`src/rtl/spr_mcount_pkg.sv`:
```
package spr_mcount_pkg;

  typedef enum logic {
    PH_FIRST  = 1'b0,
    PH_SECOND = 1'b1
  } half_e;

  localparam int MIX_MAX_W = 16;

  // Alternating mask: ones on odd bit positions
  function automatic logic [MIX_MAX_W-1:0] odd_mask();
    logic [MIX_MAX_W-1:0] m;
    for (int i = 0; i < MIX_MAX_W; i++) m[i] = (i % 2) == 1;
    return m;
  endfunction

  // Base corruption: AND on odd positions, OR on even positions
  function automatic logic [MIX_MAX_W-1:0] crunch_mix(
    input logic [MIX_MAX_W-1:0] base,
    input logic [MIX_MAX_W-1:0] cnt
  );
    logic [MIX_MAX_W-1:0] m;
    m = odd_mask();
    return (m & (base & cnt)) | (~m & (base | cnt));
  endfunction

endpackage

```
`src/rtl/spr_yexp_track.sv`:
```
module spr_yexp_track (
  input  logic clk,
  input  logic rst_n,
  input  logic yexp_we,
  input  logic yexp_wd,
  input  logic at_crit,
  input  logic at_upd,
  output logic yexp_q,
  output logic crunch_q
);

  logic clear_hit;

  assign clear_hit = yexp_we && !yexp_wd && yexp_q && at_crit;

  always_ff @(posedge clk) begin
    if (!rst_n) begin
      yexp_q   <= 1'b0;
      crunch_q <= 1'b0;
    end else begin
      if (yexp_we) yexp_q <= yexp_wd;
      if (clear_hit)   crunch_q <= 1'b1;
      else if (at_upd) crunch_q <= 1'b0;
    end
  end

endmodule

```
`src/rtl/spr_cnt_core.sv`:
```
module spr_cnt_core
  import spr_mcount_pkg::*;
#(
  parameter int CW = 6
) (
  input  logic          clk,
  input  logic          rst_n,
  input  logic          at_upd,
  input  logic          at_disp,
  input  logic          exp_ff,
  input  logic          crunch,
  input  logic          dma_start,
  input  logic          fetch_inc,
  output logic [CW-1:0] mc,
  output logic [CW-1:0] mcbase,
  output logic          dma_on,
  output logic          disp_on,
  output logic [CW-1:0] base_next
);

  localparam logic [CW-1:0] END_VAL = {CW{1'b1}};
  localparam int PAD = MIX_MAX_W - CW;

  logic [MIX_MAX_W-1:0] mix_w;
  logic [CW-1:0]        upd_val;
  logic                 start_go;
  logic                 end_hit;

  assign mix_w = crunch_mix({{PAD{1'b0}}, mcbase}, {{PAD{1'b0}}, mc});

  generate
    if (CW < MIX_MAX_W) begin : g_narrow
      assign upd_val = crunch ? mix_w[CW-1:0] : mc;
    end else begin : g_full
      assign upd_val = crunch ? mix_w : mc;
    end
  endgenerate

  assign base_next = (at_upd && exp_ff) ? upd_val : mcbase;
  assign start_go  = dma_start && !dma_on;
  assign end_hit   = at_upd && (base_next == END_VAL);

  always_ff @(posedge clk) begin
    if (!rst_n) begin
      mc      <= '0;
      mcbase  <= '0;
      dma_on  <= 1'b0;
      disp_on <= 1'b0;
    end else begin
      if (at_disp)                mc <= mcbase;
      else if (fetch_inc && dma_on) mc <= mc + 1'b1;

      if (at_upd && exp_ff) mcbase <= upd_val;
      else if (start_go)    mcbase <= '0;

      if (start_go)     dma_on <= 1'b1;
      else if (end_hit) dma_on <= 1'b0;

      if (at_disp) disp_on <= dma_on;
    end
  end

endmodule

```
`src/rtl/spr_fetch_mux.sv`:
```
module spr_fetch_mux #(
  parameter int DW = 8
) (
  input  logic          dma_on,
  input  logic [DW-1:0] mem_data,
  input  logic [DW-1:0] bus_data,
  input  logic          bus_valid,
  output logic [DW-1:0] fetch_data
);

  always_comb begin
    if (dma_on)         fetch_data = mem_data;
    else if (bus_valid) fetch_data = bus_data;
    else                fetch_data = {DW{1'b1}};
  end

endmodule

```
`src/rtl/spr_mcount.sv`:
```
module spr_mcount
  import spr_mcount_pkg::*;
#(
  parameter int CW         = 6,
  parameter int CYC_W      = 6,
  parameter int DW         = 8,
  parameter int CRIT_CYC   = 15,
  parameter int UPD_CYC    = 16,
  parameter int RELOAD_CYC = 58
) (
  input  logic             clk,
  input  logic             rst_n,
  input  logic [CYC_W-1:0] cyc,
  input  logic             ph,
  input  logic             yexp_we,
  input  logic             yexp_wd,
  input  logic             exp_ff,
  input  logic             dma_start,
  input  logic             fetch_inc,
  input  logic [DW-1:0]    mem_data,
  input  logic [DW-1:0]    bus_data,
  input  logic             bus_valid,
  output logic [CW-1:0]    mc,
  output logic [CW-1:0]    mcbase,
  output logic             dma_on,
  output logic             disp_on,
  output logic [DW-1:0]    fetch_data
);

  localparam logic [CYC_W-1:0] C_CRIT = CYC_W'(CRIT_CYC);
  localparam logic [CYC_W-1:0] C_UPD  = CYC_W'(UPD_CYC);
  localparam logic [CYC_W-1:0] C_REL  = CYC_W'(RELOAD_CYC);

  // Named events for the checker
  logic ev_crit, ev_upd, ev_disp;
  logic yexp_q, crunch_q;
  logic [CW-1:0] base_next;

  assign ev_crit = (cyc == C_CRIT) && (ph == PH_SECOND);
  assign ev_upd  = (cyc == C_UPD)  && (ph == PH_FIRST);
  assign ev_disp = (cyc == C_REL)  && (ph == PH_FIRST);

  spr_yexp_track u_yexp (
    .clk      (clk),
    .rst_n    (rst_n),
    .yexp_we  (yexp_we),
    .yexp_wd  (yexp_wd),
    .at_crit  (ev_crit),
    .at_upd   (ev_upd),
    .yexp_q   (yexp_q),
    .crunch_q (crunch_q)
  );

  spr_cnt_core #(.CW(CW)) u_core (
    .clk       (clk),
    .rst_n     (rst_n),
    .at_upd    (ev_upd),
    .at_disp   (ev_disp),
    .exp_ff    (exp_ff),
    .crunch    (crunch_q),
    .dma_start (dma_start),
    .fetch_inc (fetch_inc),
    .mc        (mc),
    .mcbase    (mcbase),
    .dma_on    (dma_on),
    .disp_on   (disp_on),
    .base_next (base_next)
  );

  spr_fetch_mux #(.DW(DW)) u_mux (
    .dma_on     (dma_on),
    .mem_data   (mem_data),
    .bus_data   (bus_data),
    .bus_valid  (bus_valid),
    .fetch_data (fetch_data)
  );

endmodule

```
`config.mk`:
```
export PLATFORM = sky130hd
export DESIGN_NAME = spr_mcount
export DESIGN_NICKNAME = d
export VERILOG_FILES = /design/src/rtl/spr_mcount_pkg.sv /design/src/rtl/spr_yexp_track.sv /design/src/rtl/spr_cnt_core.sv /design/src/rtl/spr_fetch_mux.sv /design/src/rtl/spr_mcount.sv
export SDC_FILE = /design/constraint.sdc
export NUM_CORES = 1
export LEC_CHECK = 0
export BUFFER_PORTS_ARGS = -buffer_cell sky130_fd_sc_hd__buf_2
export CORE_MARGIN = 5
export CORE_UTILIZATION = 49
export DETAILED_ROUTE_END_ITERATION = 7
export GPL_ROUTABILITY_DRIVEN = 0
export PLACE_DENSITY = 0.89
export SLEW_MARGIN = 0
export SYNTH_ARGS = -nofsm -noshare
export SYNTH_HDL_FRONTEND = slang
export SYNTH_HIERARCHICAL = 1
export SYNTH_SLANG_ARGS = --single-unit
```
`constraint.sdc`:
```
create_clock -name clk -period 4.3 [get_ports clk]
set_clock_uncertainty 0.15 [all_clocks]
set_input_delay 0.645 -clock clk [delete_from_list [all_inputs] [get_ports clk]]
set_output_delay 0.645 -clock clk [all_outputs]
set_load 0.03 [all_outputs]
```
=== Word-level counts from Yosys, hierarchy flattened ===
Index checks and enable logic that the tools add are counted.

* Input port bits: 31
* Register bits after elaboration: 16

* Reductions and logical operators: 16
* Muxes and demuxes: 12
* Bitwise gates (word level): 4
* Add/subtract/negate cells: 1
* Eq/ne operators: 4

{| class="wikitable"
|+ Operators by type and width
! operator !! number
|-
| 6-bit two-way mux || 6
|-
| 8-bit two-way mux || 2
|-
| 6-bit equality test, second input constant || 2
|-
| 1-bit logical AND || 10
|-
| 2-bit nonzero test || 4
|-
| 6-bit by 1-bit adder with 6-bit output, second input constant || 1
|-
| 6-bit bitwise AND || 1
|-
| 6-bit by 4-bit equality test with 1-bit output, second input constant || 1
|-
| 6-bit by 5-bit equality test with 1-bit output, second input constant || 1
|-
| 6-bit by 5-bit OR with 6-bit output || 1
|-
| 5-bit OR || 1
|-
| 1-bit two-way mux || 4
|-
| 1-bit zero test || 2
|-
| 1-bit NOT || 1
|}

=== Longest topological paths before layout ===
* Depth in word-level cells: 8
* Mapped depth: 7

=== Cells and area by module ===
Netlist, hierarchy kept.

{| class="wikitable"
|+ By module, submodules not included
! module !! area an instance (µm²) !! times used !! sequential area each (µm²) !! cells each
|-
| spr_cnt_core || 798.3 || 1 || 280.3 || 91
|-
| spr_fetch_mux || 187.7 || 1 || 0.0 || 20
|-
| spr_yexp_track || 78.8 || 1 || 40.0 || 7
|-
| spr_mcount || 46.3 || 1 || 0.0 || 6
|}

=== Worst setup path before layout ===
Ideal clock, no wire load.

* Path kind: input-to-reg
* Start point: input port cyc[0]
* End point: register u_core.dma_on
* Slack: 1794 ps
* Stages: 5
* Required time: 4073 ps
* Path buffers: 0
* Arrival time: 2280 ps
* Library setup time: 77 ps
* Cells stage by stage: or4b_1 nor4_2 nand2_1 a32o_1 a41oi_2

* Longest elaborated chain between the ends: 7

{| class="wikitable"
|+ Ends and longest elaborated chain
! what !! line !! RTL
|-
| start, declared || spr_mcount.sv:13 || <nowiki>input logic [CYC_W-1:0] cyc,</nowiki>
|-
| 6-bit by 5-bit equality test with 1-bit output * || spr_mcount.sv:40 || <nowiki>assign ev_upd = (cyc == C_UPD) && (ph == PH_FIRST);</nowiki>
|-
| 1-bit logical AND * || spr_mcount.sv:40 ||
|-
| net ev_upd || spr_mcount.sv:35 || <nowiki>logic ev_crit, ev_upd, ev_disp;</nowiki>
|-
| 1-bit logical AND || spr_cnt_core.sv:39 || <nowiki>assign base_next = (at_upd && exp_ff) ? upd_val : mcbase;</nowiki>
|-
| 6-bit two-way mux || spr_cnt_core.sv:39 ||
|-
| 6-bit equality test || spr_cnt_core.sv:41 || <nowiki>assign end_hit = at_upd && (base_next == END_VAL);</nowiki>
|-
| 1-bit logical AND * || spr_cnt_core.sv:41 ||
|-
| 2-bit nonzero test (no source line) * || n/a ||
|-
| end signal, assigned || spr_cnt_core.sv:47 || <nowiki>dma_on <= 1'b0;</nowiki>
|-
| end signal, assigned || spr_cnt_core.sv:56 || <nowiki>if (start_go) dma_on <= 1'b1;</nowiki>
|-
| end signal, assigned || spr_cnt_core.sv:57 || <nowiki>else if (end_hit) dma_on <= 1'b0;</nowiki>
|-
| end, declared || spr_cnt_core.sv:16 || <nowiki>output logic dma_on,</nowiki>
|}

Mark *: on every way through the listed nets, which the timed path passes. The rest lies on a longest branch.
A chain may end at the register's enable or synchronous reset.

=== Worst setup path after layout ===
* Start point: register u_core.dma_on
* End point: output port fetch_data[3]

* Longest elaborated chain between the ends: 1

{| class="wikitable"
|+ Ends and longest elaborated chain
! what !! line !! RTL
|-
| 8-bit two-way mux || spr_fetch_mux.sv:12 || <nowiki>if (dma_on) fetch_data = mem_data;</nowiki>
|-
| end, declared || spr_mcount.sv:27 || <nowiki>output logic [DW-1:0] fetch_data</nowiki>
|}

Every way passes these cells.

==> flow_metrics.tcl <==
set metrics [dict create \
    status "finished clean" \
    worstMarginPinSlew_ns 0.868 \
    grt_pass1_vias 1057 \
    reg2reg_slack_ns 2.36 \
    p_leak_nw 0.643 \
    min_period_ns 2.59 \
    port_buffers 52 \
    rsz0062_at_grt "no" \
    dr.first_iter.drc_count 26 \
    dr.pass1.iters 4 \
    numClockSinks 16 \
    syn_avg_cell_area_um2 9.05 \
    worst-path-max-fanout 18 \
    viasPerCell 5.47 \
    initial_core_util 0.501 \
    slowest_stage "dfxtp_1" \
    grt_antenna_before_repair 0 \
    postLayoutCoreUtil 0.633 \
    fillers 187 \
    path_buf_inv 1 \
    end_kind "output pin" \
    core_area_mm2 0.00217 \
    vdd_drop_max_uv 200 \
    place_area_mm2 0.00135 \
    cts_setup_buffers 0 \
    grt.total_usage 0.179 \
    powerDensity_mw_per_mm2 227 \
    finalCritPeriodShare 0.602 \
    max_freq_mhz 386 \
    postLayoutCellArea_mm2 0.00137 \
    routed_wl_um 2800 \
    crit_chain "nand2b_4, a2bb2oi_2, buf_2" \
    setup_violations 0 \
    cts.clk_slew.worst_paths_ns 0.10 \
    clock-root-buffer "clkbuf_4" \
    place_ws_ns 1.50 \
    grt_overflow 0 \
    synth_area_mm2 0.00109 \
    slew_headroom 0.419 \
    drive_gt1_frac 0.435 \
    worst_slack_ns 1.71 \
    grt_pass1_wl_um 4640 \
    rows 17 \
    fp.dieW_um 57.1 \
    grt_max_degree 19 \
    slew_violations 0 \
    setup_tns_ns 0 \
    ctsHoldBuffers 0 \
    cp.arrival_ns 1.79 \
    critPathLaunchType "flop" \
    final_net_count 204 \
    die_area_mm2 0.00326 \
    drv_cap 0 \
    via_count 1084 \
    synthCells 120 \
    critPathKind "reg -> out" \
    syn_nets 152 \
    hp-class "reg -> reg" \
    slowest_delay_ns 0.81 \
    ios 53 \
    numPlacedInstances 195 \
    yosysWarningCount 6 \
    path_delay_family "flip-flops" \
    critPathRequiredTime_ns 3.50 \
    syn_to_final_growth_pct 26.5 \
    clk_path_buf_depth 2 \
    htree_levels 1 \
    die_h_um 57.1 \
    hpwl_um 2230 \
    diodes 0 \
    routedWlPerCell_um 14.2 \
    cts_buffers 3 \
    ant_nets 0 \
    hold_viol 0 \
    worst_skew_pair.late_latency_ns 0.30 \
    fin_cells 198 \
    cts_tree "yes" \
    drc_errors 0 \
    cts_resized 0 \
]
==> cell type report <==
cell class | count | area (µm²) | share of cell area
tap | 28 | 35.0 | 0.0255
sequential | 16 | 320 | 0.233
timing repair buffer | 52 | 260 | 0.189
clock buffer | 3 | 22.5 | 0.0164
inverter | 10 | 37.5 | 0.0273
multi-input combinational | 89 | 698 | 0.508
==> layer usage <==
metal | track usage | share of wire | up-vias
met1 | 0.201 | 0.40 | 478
met5 | 0 | 0 | -
met4 | 0.0993 | 0.027 | 0
li1 | - | - | 533
met2 | 0.310 | 0.46 | 63
met3 | 0.0407 | 0.11 | 10
==> cell usage in the layout, fill, tap and decap left out, drive strengths merged <==
cell type,n
a21boi,4
a21oi,4
a22o,2
a22oi,3
a2bb2oi,6
a32o,1
a41oi,1
and2,5
and3,3
and3b,1
buf,52
clkbuf,3
dfxtp,16
ha,1
inv,10
mux2i,3
nand2,8
nand2b,5
nand3,4
nand3b,1
nand4,3
nand4b,1
nor2,3
nor2b,7
nor3b,3
nor4,1
nor4b,1
o211a,3
o211ai,1
o21ai,7
o22a,1
or4b,1
xnor2,4
xor2,1
==> worst paths after layout <==
check / depth (start not counted) / startpoint / end
worst min-delay path: 2 / u_yexp/yexp_q$_SDFFE_PN0P_ / u_yexp/crunch_q$_SDFFE_PN0P_
worst max register to register: 4 / u_core/dma_on$_SDFFE_PN0P_ / u_core/mc[5]$_SDFFE_PN0P_
worst min register to register: 2 / u_yexp/yexp_q$_SDFFE_PN0P_ / u_yexp/crunch_q$_SDFFE_PN0P_
worst max-delay path: 3 / u_core/dma_on$_SDFFE_PN0P_ / fetch_data[3]
==> report_power, final <==
part,internal [W],switching [W]
logic,0.0000326,0.0000413
clock network,0.0000327,0.0000488
registers,0.000151,0.00000626
total,0.000216,0.0000963
==> state kept, by name (all words and copies together), names as in the netlist <==
register / cells
u_core/mc: 6
u_core/mcbase: 6
u_core/disp_on: 1
u_core/dma_on: 1
u_yexp/crunch_q: 1
u_yexp/yexp_q: 1
==> stage by stage <==
stage | hold WS, ns | power, W
CTS | 0.354 | 0.000314
floorplan | 0.322 | 0.000206
global route | 0.381 | 0.000327
finish | 0.351 | 0.000312
detailed placement | 0.338 | 0.000234
global placement | 0.332 | 0.000232
==> tightest hold or removal path, cell delays in order, from the launching register on <==
cell	delay, ns
dfxtp_1	0.32
nand4b_1	0.09
a21boi_1	0.05
Note: power is estimated with default switching activity, not from simulation.
